[config.mk]
export PLATFORM = sky130hd
export DESIGN_NAME = lpm_ctrl
export DESIGN_NICKNAME = d
export VERILOG_FILES = /design/src/rtl/lpm_ctrl.sv
export SDC_FILE = /design/constraint.sdc
export NUM_CORES = 1
export LEC_CHECK = 0
export ABC_AREA = 1
export ABC_CLOCK_PERIOD_IN_PS = 1900
export BUFFER_PORTS_ARGS = -buffer_cell sky130_fd_sc_hd__buf_4
export CORE_MARGIN = 4
export CORE_UTILIZATION = 30
export CTS_CLUSTER_DIAMETER = 30
export DETAILED_ROUTE_END_ITERATION = 8
export PLACE_DENSITY = 0.5
export SLEW_MARGIN = 40
export SYNTH_ARGS = -nofsm -noshare
export SYNTH_HDL_FRONTEND = slang
export SYNTH_SLANG_ARGS = --single-unit
[constraint.sdc]
create_clock -name clk -period 1.9 [get_ports clk]
set_clock_uncertainty 0.1 [all_clocks]
set_input_delay 0.38 -clock clk [delete_from_list [all_inputs] [get_ports clk]]
set_output_delay 0.38 -clock clk [all_outputs]
set_load 0.01 [all_outputs]
[src/rtl/lpm_ctrl.sv]
module lpm_ctrl #(
  parameter int NIRQ   = 5,
  parameter int STAB_W = 8
) (
  input  logic              clk,
  input  logic              rst,
  input  logic              req_idle,
  input  logic              req_pd,
  input  logic [NIRQ-1:0]   irq_pend,
  input  logic [1:0]        ext_irq,
  input  logic              ext_mem,
  input  logic [STAB_W-1:0] stab_count,
  output logic              cpu_clk_en,
  output logic              per_clk_en,
  output logic              osc_en,
  output logic              ale_lvl,
  output logic              psen_lvl,
  output logic [7:0]        port_mode
);

  localparam logic [1:0] MD_CORE  = 2'b00;
  localparam logic [1:0] MD_DATA  = 2'b01;
  localparam logic [1:0] MD_ADDR  = 2'b10;
  localparam logic [1:0] MD_FLOAT = 2'b11;

  typedef enum logic [1:0] {S_RUN, S_IDLE, S_PD, S_WARM} st_t;

  st_t              st;
  logic [STAB_W-1:0] cnt;

  wire wake_light = (|irq_pend) | (|ext_irq);
  wire wake_deep  = |ext_irq;

  always_ff @(posedge clk or posedge rst) begin
    if (rst) begin
      st  <= S_RUN;
      cnt <= '0;
    end else begin
      case (st)
        S_RUN: begin
          if (req_pd)        st <= S_PD;
          else if (req_idle) st <= S_IDLE;
        end
        S_IDLE: if (wake_light) st <= S_RUN;
        S_PD: begin
          if (wake_deep) begin
            st  <= S_WARM;
            cnt <= stab_count;
          end
        end
        default: begin
          if (cnt == '0) st <= S_RUN;
          else           cnt <= cnt - 1'b1;
        end
      endcase
    end
  end

  wire asleep = (st != S_RUN);
  wire deep   = (st == S_PD) || (st == S_WARM);

  assign cpu_clk_en = (st == S_RUN);
  assign per_clk_en = (st == S_RUN) || (st == S_IDLE);
  assign osc_en     = (st != S_PD);
  assign ale_lvl    = !deep;
  assign psen_lvl   = !deep;

  wire [1:0] p0 = !asleep ? MD_CORE : (ext_mem ? MD_FLOAT : MD_DATA);
  wire [1:0] p1 = !asleep ? MD_CORE : MD_DATA;
  wire [1:0] p2 = !asleep ? MD_CORE : ((ext_mem && !deep) ? MD_ADDR : MD_DATA);
  wire [1:0] p3 = !asleep ? MD_CORE : MD_DATA;

  assign port_mode = {p3, p2, p1, p0};

  assert_pd_no_stray_wake_R5: assert property (@(posedge clk) disable iff (rst)
    (st == S_PD && ext_irq == 2'b00) |=> !osc_en);

  assert_idle_hold_R2: assert property (@(posedge clk) disable iff (rst)
    (st == S_IDLE && !wake_light) |=> (!cpu_clk_en && per_clk_en));

  assert_pd_priority_R7: assert property (@(posedge clk) disable iff (rst)
    (st == S_RUN && req_pd) |=> (!osc_en && !per_clk_en));

  assert_osc_first_R6: assert property (@(posedge clk) disable iff (rst)
    $rose(osc_en) |-> !cpu_clk_en);

  assert_ignore_req_R12: assert property (@(posedge clk) disable iff (rst)
    (st == S_IDLE && req_pd && !wake_light) |=> per_clk_en);

endmodule

# Yosys cells after proc, flatten, opt, wreduce, memory -nomap -nowiden
# Cells that the tools add are included.
op_classes:
  eq_ne: 8
  add_sub_neg: 1
  n_mux: 14
  bitwise: 2
  reduce_logical: 13
op_table:
  columns: ["cell", "count"]
  rows:
  - ["2-bit 2-to-1 mux", 9]
  - ["8-bit 2-to-1 mux", 2]
  - ["8-bit case mux with 2 select lines", 1]
  - ["8-bit logical NOT", 1]
  - ["8-bit by 1-bit subtractor with 8-bit output (second input constant)", 1]
  - ["2-bit != test (second input constant)", 3]
  - ["2-bit case mux with 3 select lines", 1]
  - ["5-bit OR reduction", 1]
  - ["2-bit equality test (second input constant)", 2]
  - ["4-bit AND reduction", 1]
  - ["4-bit nonzero test", 1]
  - ["2-bit OR reduction", 2]
  - ["3-bit != test (second input constant)", 1]
  - ["3-bit AND reduction", 1]
  - ["2-bit by 1-bit equality test with 1-bit output (second input constant)", 1]
  - ["2-bit logical NOT", 1]
  - ["1-bit logical OR", 2]
  - ["2-bit by 1-bit != test with 1-bit output (second input constant)", 1]
  - ["2-bit nonzero test", 1]
  - ["1-bit logical AND", 1]
  - ["1-bit logical NOT", 1]
  - ["1-bit 2-to-1 mux", 1]
  - ["1-bit inverter", 1]
  - ["1-bit bitwise OR", 1]
totals:
  reg_bits: 10
  input_bits: 20
  output_inout_bits: 13

# Depth between registers and ports, before layout
logic_depth:
  depth_word: 6
  depth_mapped: 10

# Least setup slack after synthesis
# No wires, ideal clock.
synth_path:
  kind: "reg-to-output"
  startpoint: "reg st[0]"
  endpoint: "out port_mode[5]"
  path_buffers: 1
  path_stages_with_launch: 5
  slack_ns: 0.080
  arrival_ns: 1.340
  cell_sequence: "dfrtp_1 > inv_1 > ha_1 > buf_2 > nor4_1"
synth_via:
  elab_chain_cells: 6
  word_cells_on_any_way: 8
synth_lines:
  columns: ["element", "line", "text"]
  rows:
  - ["start: declaration", "28", "st_t st;"]
  - ["start signal: assignment", "36", "st <= S_RUN;"]
  - ["start signal: assignment", "41", "if (req_pd) st <= S_PD;"]
  - ["start signal: assignment", "42", "else if (req_idle) st <= S_IDLE;"]
  - ["2-bit equality test", "60", "wire deep = (st == S_PD) || (st == S_WARM);"]
  - ["1-bit logical OR", "60", null]
  - ["1-bit logical NOT", "70", "wire [1:0] p2 = !asleep ? MD_CORE : ((ext_mem && !deep) ? MD_ADDR : MD_DATA);"]
  - ["1-bit logical AND", "70", null]
  - ["2-bit 2-to-1 mux", "70", null]
  - ["2-bit 2-to-1 mux *", "70", null]
  - ["end: declaration", "18", "output logic [7:0] port_mode"]
# Mark *: on every way between the ends. The rest lies on a longest branch, timed or not.

# Worst setup path in the final report
# Same ends and word-level chain as after synthesis.

==> impl_summary.log <==
INFO  metric clock_buffers_created_by_tritoncts = 3
INFO  metric ioPinCount = 33
INFO  metric place_congestion = 0.776
INFO  metric dp_hpwl = 1.70 mm
INFO  metric path_class = reg2out
INFO  metric diodes = 0
INFO  metric clock_sink_count = 10
INFO  metric critical_path.max_stage_delay = 0.38 ns
INFO  metric vias_per_cell = 4.21
INFO  metric ant_nets = 0
INFO  metric final-max-slew-violation-count = 0
INFO  metric detailedRoute.firstPassIterationCount = 4
INFO  metric cp_data_arrival_time = 1.33 ns
INFO  metric die_area = 4210 um^2
INFO  metric route.vias.total = 901
INFO  metric insertion_delay_to_the_later_sink_of_the_worst_skew_pair = 0.27 ns
INFO  metric fillers = 345
INFO  metric final_sum_of_negative_setup_slack = 0 ns
INFO  metric synth-edff-count = 0
INFO  metric synth.lib_cells_used.distinct = 25
INFO  metric gr-total-overflow = 0
INFO  metric detailedRoute.firstIterationViolations = 22
INFO  metric synth.top_cell.area_share = 25.8%
INFO  metric rows = 20
INFO  metric layout_worst_path_cycle_share = 95.5%
INFO  metric synth-main-ff-cell = dfrtp_1
INFO  metric async_flop_share = 100%
INFO  metric die_width = 64.9 um
INFO  metric netlist_instances = 142
INFO  metric first_global_vias = 897
INFO  metric worst-endpoint-required = 1.42 ns
INFO  metric post_synth_main_area_contributors = dfrtp_1, nand2_1, ha_1
INFO  metric chipHeight = 64.9 um
INFO  metric failing_checks = hold timing
INFO  metric detail_route.wl_per_cell = 9.66 um
INFO  metric drv.max_cap_violation_count = 0
INFO  metric buffers_from_clock_root_to_sink_at_most = 2
INFO  metric finalHoldViolations = 9
INFO  metric core = 3080 um^2
INFO  metric fin_crit = 1.81 ns
INFO  metric leakage_dissipation = 0.645 nW
INFO  metric grt_antenna_before_repair = 0
INFO  metric timing.critical_path.to_type = output pin
INFO  metric ys.warnings.count = 0
INFO  metric yosys_register_bits = 10
INFO  metric clkTransAtPathRegs = 0.07 ns
INFO  metric fmax = 551 MHz
INFO  metric syn_to_final_growth = 30.7%
INFO  metric hold_ws = -0.00365 ns
INFO  metric status = complete, but fails checks
INFO  metric synth_seq_area_share = 25.8%
INFO  metric grt_first_pass_wirelength = 3.81 mm
INFO  metric max-vdd-ir-drop = 0.658 mV
INFO  metric setup-violations-final = 0
INFO  metric grt_start_max_net_pins = 12
INFO  metric placement.io_buffers = 30
INFO  metric min-delay-path-class = in2async
INFO  metric timing.critical_path.cells = inv_2, ha_4, nor4_2, buf_4
INFO  metric critPathMaxFanout = 6
INFO  metric timing.critical_path.from_type = flop
INFO  metric clockRootBuffer = clkbuf_4
INFO  metric post-route-drc-count = 0
INFO  metric totalWireLength = 2.07 mm
INFO  metric final_layout_size_suffix_gt1_share = 38.8%
INFO  metric cell_types_with_the_highest_counts_after_synthesis = nand2_1, nor2_1, inv_1, dfrtp_1, nand3_1
INFO  metric clock_tree_from_tritoncts = done
INFO  metric power_density = 1790 nW/um^2
INFO  metric synth.most_common_cell = nand2_1
INFO  metric number_of_nets_at_the_end_of_the_flow = 198
INFO  metric netlist.top_cell.by_area = dfrtp_1
INFO  metric rsz0062_at_grt = no
INFO  metric floorplan.initialDensity = 31.5%
INFO  metric gr-usage-all-layers = 11.5%
INFO  metric critical_path.slowest_cell = dfrtp_1
INFO  metric cts.htree.levels = 1
INFO  metric synth_area = 970 um^2
INFO  metric synthesis.area_per_instance = 6.83 um^2
## cells in the final DEF (no fill, tap or decap), drive strengths merged
cell type   n
nor4        1
clkbuf      3
conb        2
dfrtp      10
inv        19
nand3       9
nor2       24
a21oi       4
o21ai      12
ha          6
buf        33
nand2      46
clkinv      1
## path summary, 6_finish.rpt
path / start / end / slack, ns / cells after the start
worst max-delay path: st[0] / port_mode[5] / 0.09 / 4
worst min-delay path: rst / cnt[4] / -0.004 / 2
worst max register to register: st[1] / cnt[0] / 0.30 / 10
worst min register to register: cnt[7] / cnt[7] / 0.42 / 2
max in group asynchronous: rst / st[1] / 1.40 / 2
min in group clk: req_pd / st[1] / 0.31 / 3
## critical path: cells and delay by family (launching register included)
kind | cells | cell delay [ns]
adder cells (fa/ha/maj) | 1 | 0.20
buffers and inverters | 2 | 0.23
AND/OR/NAND/NOR | 1 | 0.26
flip-flops | 1 | 0.38
## power by group
| part | internal (mW) | switching [mW] |
|---|---|---|
| logic | 0.709 | 0.980 |
| clock network | 0.0733 | 0.0737 |
| registers | 0.327 | 0.101 |
## per-layer routing
layer	routed length [um]	part of all wire (%)	global-route usage, %
met1	955	46	14.3
met2	985	48	18.9
met3	128	6.2	4.68
met4	0	0	1.58
met5	0	0	0
## area by class of cell
class / instances / area (um^2) / share of cell area [%]
sequential: 10 / 251 / 19.8
inverter: 20 / 92.6 / 7.31
timing repair buffer: 33 / 248 / 19.5
clock buffer: 3 / 22.5 / 1.78
tap: 44 / 55.1 / 4.34
multi-input combinational: 104 / 598 / 47.2
## state kept, by name, summed over array words and instances (netlist names)
| name | flops |
|---|---|
| cnt | 8 |
| st | 2 |
## metrics by stage
stage / power (mW) / instance area, um^2 / cells / utilization [%] / setup WS [ns]
global route: 2.55 / 1270 / 214 / 41.2 / 0.00553
finish: 2.26 / 1270 / 214 / 41.2 / 0.0851
floorplan: 1.70 / 973 / 143 / - / 0.0797
CTS: 2.25 / 1240 / 214 / 40.2 / 0.00227
global placement: 2.04 / 1200 / 210 / 39.1 / 0.223
detailed placement: 2.06 / 1200 / 210 / 39.1 / 0.161
## logic make-up (layout without fill, tap and decap cells)
logic type                 Yosys count  after routing  synth area share (%)
DFF                                 10             10                  25.8
AOI/OAI and AO/OA                   16             16                  11.0
buffers and inverters               29             56                  16.4
adders and majority gates            6              6                  7.74
other                                1              2                 0.387
and+or+nand+nor                     80             80                  38.7
## what timing repair did
item	4_1_cts	5_1_grt
hold buffers	0	0
setup buffers	1	0
endpoints found under the hold margin	0	0
resized for setup	2	7
cloned	0	0
setup endpoints to repair	9	7
Note: power is estimated with default switching activity, not from simulation.
